$ cat src/rtl/pwm_ps_pkg.sv
package pwm_ps_pkg;

  // Lowest bit index of channel ch inside a flat bus of w-bit words.
  function automatic int unsigned lane_lo(input int unsigned ch, input int unsigned w);
    return ch * w;
  endfunction

endpackage

$ cat src/rtl/pwm_rise_ctr.sv
// Shared period counter. Wraps every 2^CNT_W enabled ticks.
module pwm_rise_ctr #(
  parameter int unsigned CNT_W = 4
) (
  input  logic             clk_i,
  input  logic             rst_ni,
  input  logic             tick_en_i,
  output logic [CNT_W-1:0] cnt_o,
  output logic             wrap_o
);

  logic [CNT_W-1:0] cnt_q;
  logic [CNT_W-1:0] cnt_d;
  logic [CNT_W-1:0] cnt_inc;

  always_comb begin
    cnt_inc = cnt_q + CNT_W'(1);
    cnt_d   = cnt_q;
    if (tick_en_i) begin
      cnt_d = cnt_inc;
    end
  end

  always_ff @(posedge clk_i or negedge rst_ni) begin
    if (!rst_ni) begin
      cnt_q <= '0;
    end else begin
      cnt_q <= cnt_d;
    end
  end

  assign wrap_o = tick_en_i && (cnt_inc == '0);
  assign cnt_o  = cnt_q;

  AST_RISE_HOLD: assert property (@(posedge clk_i) disable iff (!rst_ni)
    !tick_en_i |=> $stable(cnt_q));

  AST_RISE_STEP: assert property (@(posedge clk_i) disable iff (!rst_ni)
    tick_en_i |=> (cnt_q == CNT_W'($past(cnt_q) + CNT_W'(1))));

endmodule

$ cat src/rtl/pwm_fall_chan.sv
// One output channel: pending/active duty, phase-offset counter, output bit.
module pwm_fall_chan #(
  parameter int unsigned CNT_W    = 4,
  parameter int unsigned DUTY_W   = CNT_W + 1,
  parameter int unsigned DUTY_RST = 8
) (
  input  logic              clk_i,
  input  logic              rst_ni,
  input  logic              tick_en_i,
  input  logic              rise_wrap_i,
  input  logic [CNT_W-1:0]  rise_cnt_i,
  input  logic              load_i,
  input  logic [DUTY_W-1:0] duty_i,
  output logic              pwm_o
);

  localparam logic [DUTY_W-1:0] PERIOD   = DUTY_W'(1) << CNT_W;
  localparam logic [DUTY_W-1:0] RST_DUTY = DUTY_W'(DUTY_RST);
  localparam logic [CNT_W-1:0]  RST_LO   = (RST_DUTY >= PERIOD) ? '0 : RST_DUTY[CNT_W-1:0];
  localparam logic [CNT_W-1:0]  RST_FALL = CNT_W'(0) - RST_LO;

  logic [DUTY_W-1:0] pend_q, pend_d;
  logic [DUTY_W-1:0] act_q, act_d;
  logic [CNT_W-1:0]  fall_q, fall_d;
  logic              pwm_q, pwm_d;
  logic              full_d;
  logic [CNT_W-1:0]  lo_d;
  logic [CNT_W-1:0]  reload;
  logic              fall_wrap;
  logic              act_full_q;
  logic [CNT_W-1:0]  act_lo_q;

  // Next-state logic
  always_comb begin
    pend_d    = load_i ? duty_i : pend_q;
    act_d     = rise_wrap_i ? pend_q : act_q;
    full_d    = (act_d >= PERIOD);
    lo_d      = full_d ? '0 : act_d[CNT_W-1:0];
    reload    = CNT_W'(0) - lo_d;
    fall_d    = fall_q;
    fall_wrap = 1'b0;
    if (tick_en_i) begin
      if (rise_wrap_i) begin
        fall_d = reload;
      end else begin
        fall_d = fall_q + CNT_W'(1);
      end
      fall_wrap = (fall_d == '0) && !full_d;
    end
    pwm_d = pwm_q;
    if (rise_wrap_i) begin
      pwm_d = 1'b1;
    end
    if (fall_wrap) begin
      pwm_d = 1'b0;
    end
  end

  // State registers
  always_ff @(posedge clk_i or negedge rst_ni) begin
    if (!rst_ni) begin
      pend_q <= RST_DUTY;
      act_q  <= RST_DUTY;
      fall_q <= RST_FALL;
      pwm_q  <= 1'b1;
    end else begin
      pend_q <= pend_d;
      act_q  <= act_d;
      fall_q <= fall_d;
      pwm_q  <= pwm_d;
    end
  end

  assign pwm_o      = pwm_q;
  assign act_full_q = (act_q >= PERIOD);
  assign act_lo_q   = act_full_q ? '0 : act_q[CNT_W-1:0];

  AST_FULL_HIGH: assert property (@(posedge clk_i) disable iff (!rst_ni)
    act_full_q |-> pwm_q);

  AST_ZERO_LOW: assert property (@(posedge clk_i) disable iff (!rst_ni)
    (act_q == '0) |-> !pwm_q);

  AST_DUTY_HOLD: assert property (@(posedge clk_i) disable iff (!rst_ni)
    !rise_wrap_i |=> $stable(act_q));

  AST_PHASE_LOCK: assert property (@(posedge clk_i) disable iff (!rst_ni)
    CNT_W'(rise_cnt_i - fall_q) == act_lo_q);

endmodule

$ cat src/rtl/pwm_phase_bank.sv
// Bank of PWM channels sharing one period counter.
// rst_ni is asserted asynchronously and must be released synchronously upstream.
module pwm_phase_bank #(
  parameter int unsigned CNT_W    = 4,
  parameter int unsigned NUM_CH   = 4,
  parameter int unsigned DUTY_W   = CNT_W + 1,
  parameter int unsigned DUTY_RST = 8
) (
  input  logic                     clk_i,
  input  logic                     rst_ni,
  input  logic                     tick_en_i,
  input  logic [NUM_CH-1:0]        duty_load_i,
  input  logic [NUM_CH*DUTY_W-1:0] duty_i,
  output logic [NUM_CH-1:0]        pwm_o,
  output logic                     period_start_o
);

  import pwm_ps_pkg::*;

  logic [CNT_W-1:0] rise_cnt;
  logic             rise_wrap;
  logic             pstart_q, pstart_d;

  pwm_rise_ctr #(
    .CNT_W (CNT_W)
  ) rise_i (
    .clk_i     (clk_i),
    .rst_ni    (rst_ni),
    .tick_en_i (tick_en_i),
    .cnt_o     (rise_cnt),
    .wrap_o    (rise_wrap)
  );

  for (genvar c = 0; c < NUM_CH; c++) begin : g_chan
    localparam int unsigned LO = lane_lo(c, DUTY_W);
    pwm_fall_chan #(
      .CNT_W    (CNT_W),
      .DUTY_W   (DUTY_W),
      .DUTY_RST (DUTY_RST)
    ) chan_i (
      .clk_i       (clk_i),
      .rst_ni      (rst_ni),
      .tick_en_i   (tick_en_i),
      .rise_wrap_i (rise_wrap),
      .rise_cnt_i  (rise_cnt),
      .load_i      (duty_load_i[c]),
      .duty_i      (duty_i[LO +: DUTY_W]),
      .pwm_o       (pwm_o[c])
    );
  end

  always_comb begin
    pstart_d = rise_wrap;
  end

  always_ff @(posedge clk_i or negedge rst_ni) begin
    if (!rst_ni) begin
      pstart_q <= 1'b0;
    end else begin
      pstart_q <= pstart_d;
    end
  end

  assign period_start_o = pstart_q;

  AST_PSTART_PHASE: assert property (@(posedge clk_i) disable iff (!rst_ni)
    period_start_o |-> (rise_cnt == '0));

  AST_PSTART_TICK: assert property (@(posedge clk_i) disable iff (!rst_ni)
    !tick_en_i |=> !period_start_o);

endmodule

$ cat config.mk
export PLATFORM = sky130hd
export DESIGN_NAME = pwm_phase_bank
export DESIGN_NICKNAME = d
export VERILOG_FILES = /design/src/rtl/pwm_ps_pkg.sv /design/src/rtl/pwm_rise_ctr.sv /design/src/rtl/pwm_fall_chan.sv /design/src/rtl/pwm_phase_bank.sv
export SDC_FILE = /design/constraint.sdc
export NUM_CORES = 1
export LEC_CHECK = 0
export BUFFER_PORTS_ARGS = -buffer_cell sky130_fd_sc_hd__clkbuf_2
export CAP_MARGIN = 20
export CORE_MARGIN = 1
export CORE_UTILIZATION = 50
export CTS_CLUSTER_DIAMETER = 40
export DETAILED_ROUTE_END_ITERATION = 10
export PLACE_DENSITY_LB_ADDON = 0.15
export REMOVE_ABC_BUFFERS = 1
export SKIP_LAST_GASP = 1
export SYNTH_ARGS = -nofsm -noshare
export SYNTH_HDL_FRONTEND = slang
export SYNTH_SLANG_ARGS = --single-unit
$ cat constraint.sdc
create_clock -name clk_i -period 7.6 [get_ports clk_i]
set_input_delay 0.38 -clock clk_i [delete_from_list [all_inputs] [get_ports clk_i]]
set_output_delay 0.38 -clock clk_i [all_outputs]
set_load 0.005 [all_outputs]
==> results_dict.tcl <==
set metrics [dict create \
    outcome "finished clean" \
    cts_buffers 9 \
    layoutNonFillerInstCount 408 \
    async_flop_share_pct 100.0 \
    clock_sinks 57 \
    finalSetupViolations 0 \
    cp_top_family "simple AND/OR/NAND/NOR gates" \
    whs_ns 0.1838 \
    core_um2 6386 \
    ys_types 42 \
    pre_cts_ws_ns 4.591 \
    worstSetupPathType "flip-flop to flip-flop" \
    avgSynthCellArea_um2 11.10 \
    cts_root_buf "clkbuf_8" \
    finalCritPeriodShare_pct 39.85 \
    drt_iter0_drc 110 \
    drt_pass1_iterations 6 \
    antenna_found_initial 0 \
    ys_warn_count 0 \
    holdBufCountCts 0 \
    fill_cells 561 \
    ant_nets 0 \
    drcViolationCount 0 \
    end_kind "flip-flop" \
    ys_ff_latch 57 \
    rr_worst_depth 10 \
    fmax_mhz 330.1 \
    clockBufferDepth 2 \
    crit_fanout 25 \
    cp_num_buf_inv 1 \
    reg2reg_from "rise_i.cnt_o[0]" \
    initial_core_util_pct 52.16 \
    slew_headroom_pct 31.88 \
    via_count 2358 \
    p_sw_mw 0.4788 \
    area_growth_pct 10.29 \
    finalCriticalPeriod_ns 3.029 \
    required_ns 7.85 \
    dpl-instance-area_um2 3500 \
    skew_ns 0.008333 \
    first_global_vias 2397 \
    cts_tree "yes" \
    fp.dieW_um 83.62 \
    cp.arrival_ns 3.27 \
    setup.worst_path.start_class "flip-flop" \
    die_area_um2 6991 \
    die_h_um 83.62 \
    hold_path.class "input port to asynchronous set/reset pin" \
    synth_area_um2 3331 \
    htree_num_levels 3 \
    yosysSeqAreaShare_pct 43.28 \
    cts.clk_slew.worst_paths_ns 0.07 \
    pin_count 32 \
    crit_slowest_cell "or4b_2" \
    cts_setup_buffers 0 \
    routed_wl_um 6276 \
    rsz0062_at_grt "no" \
    vdd.ir_drop.worst_mv 0.1821 \
    synth_edf_count 0 \
    power_leakage_nw 1.634 \
    internal-power_mw 0.8166 \
    setup_tns_ns 0 \
    post-dp-hpwl_um 4099 \
    clock_latency_ns 0.33 \
    final_layout_size_suffix_gt1_share_pct 27.79 \
    drt-vias-per-instance 5.779 \
    overflow 0 \
    dpl.cell_count 392 \
    clkPwrFrac_pct 19.4 \
    fin_area_um2 3674 \
    rows 29 \
    cpPeakStageDelay_ns 0.60 \
    pwr-share-comb_pct 40.2 \
    grt_pass1_wl_um 11050 \
    synth_cells 300 \
    drv_slew 0 \
    n_antenna_cell 0 \
    worst_slack_ns 4.571 \
    synth_ff_type "dfrtp_1" \
    pwr-share-seq_pct 40.4 \
    tightest_slew_ns 1.015 \
    reg2reg_slack_ns 4.57 \
    finalHoldViolCount 0 \
    final_net_count 363 \
    port_buffers 31 \
    grt_use_total_pct 19.73 \
    worstPathCellList "ha_1 -> nand2_1 -> nor3_4 -> o211ai_4 -> buf_4 -> mux2i_1 -> ha_1 -> or4b_2 -> nor3_1 -> mux2i_1" \
    switching_share_pct 36.96 \
    grt_max_degree 61 \
    r2r_end "g_chan[3].chan_i.pwm_o" \
    wl_per_cell_um 15.38 \
    gp_congestion 0.7308 \
    drv_cap 0 \
    powerDensity_nw_per_um2 352.6 \
    cts_resized 0 \
]
## per-stage QoR
stage	power, mW	util (%)
2_1_floorplan	0.9022	-
3_3_place_gp	1.038	54.80
3_5_place_dp	1.053	54.80
4_1_cts	1.308	57.52
5_1_grt	1.402	57.52
6_report	1.295	57.52
## Yosys cell counts, types with 5 or more instances
| cell type | n | share of area, % |
|---|---|---|
| and2_1 | 8 | 1.5 |
| buf_4 | 5 | 1.1 |
| clkbuf_1 | 10 | 1.1 |
| dfrtp_1 | 45 | 34 |
| dfstp_2 | 12 | 9.5 |
| ha_1 | 10 | 3.8 |
| inv_1 | 12 | 1.4 |
| mux2_1 | 10 | 3.4 |
| mux2_2 | 21 | 7.1 |
| mux2i_1 | 11 | 3.3 |
| nand2_1 | 13 | 1.5 |
| nand2b_1 | 9 | 1.7 |
| nand3_1 | 8 | 1.2 |
| nor2_1 | 6 | 0.68 |
| nor2b_1 | 22 | 4.1 |
| nor3_1 | 5 | 0.75 |
| o2111ai_1 | 11 | 2.9 |
| o21ai_0 | 7 | 1.1 |
| o221ai_1 | 17 | 4.5 |
| xnor2_1 | 9 | 2.4 |
| xor2_1 | 8 | 2.1 |
## power groups by stage
stage	registers, mW	clock network, mW	logic, mW
floorplan	0.501	0	0.401
global placement	0.523	0	0.515
detailed placement	0.527	0	0.526
CTS	0.522	0.257	0.528
global route	0.542	0.270	0.590
finish	0.523	0.251	0.521
## placed cells by master, fill, tap and decap left out, drive strengths merged, types with 9 or more instances in the layout
master,instances
mux2,31
nand2b,9
o2111ai,11
nand2,13
clkbuf,44
mux2i,11
dfrtp,45
o221ai,17
dfstp,12
inv,12
ha,10
xnor2,9
nor2b,22
## cells by family after synthesis
family	count (synthesis)	share of synthesized area, %
compound gates	50	12.81
xor+xnor	17	4.471
mux	42	13.79
buf+inv	32	4.733
flops	57	43.28
fa+ha+maj	10	3.757
simple gates	92	17.17
## flip-flops by register name, summed over array words and instances, names as in the netlist
register and cells:
g_chan.chan_i.fall_q 16, g_chan.chan_i.pwm_o 4, g_chan.chan_i.pend_q 20, period_start_o 1
rise_i.cnt_o 4, g_chan.chan_i.act_q 12
## routing by layer
metal | vias to the layer above | global-route usage [%] | share of wire [%]
met5 | - | 0 | 0
met1 | 1149 | 25.52 | 49
met2 | 39 | 32.15 | 47
met3 | 10 | 3.759 | 2.6
met4 | 0 | 8.937 | 1.9
li1 | 1160 | - | -
## area by class of cell
type	count	area, um^2	area share (%)
clock inverters	3	15.01	0.4087
multi-input cells	211	1732	47.14
flip-flops and latches	57	1441	39.24
well taps	77	96.34	2.623
repair buffers	35	185.2	5.041
inverters	12	45.04	1.226
clock buffers	13	158.9	4.326
## worst max path at each step
| stage | start | end | slack [ns] | depth (start not counted) |
|---|---|---|---|---|
| after floorplan | rise_i.cnt_o[0] | g_chan[3].chan_i.pwm_o | 4.50 | 9 |
| after CTS | rise_i.cnt_o[0] | g_chan[3].chan_i.pwm_o | 4.57 | 10 |
| final | rise_i.cnt_o[0] | g_chan[3].chan_i.pwm_o | 4.57 | 10 |
| after global routing | rise_i.cnt_o[0] | g_chan[3].chan_i.pwm_o | 4.38 | 10 |
| after global placement | rise_i.cnt_o[0] | g_chan[3].chan_i.pwm_o | 4.69 | 10 |
| after detailed placement | rise_i.cnt_o[0] | g_chan[3].chan_i.pwm_o | 4.59 | 10 |
Note: power is estimated with default switching activity, not from simulation.
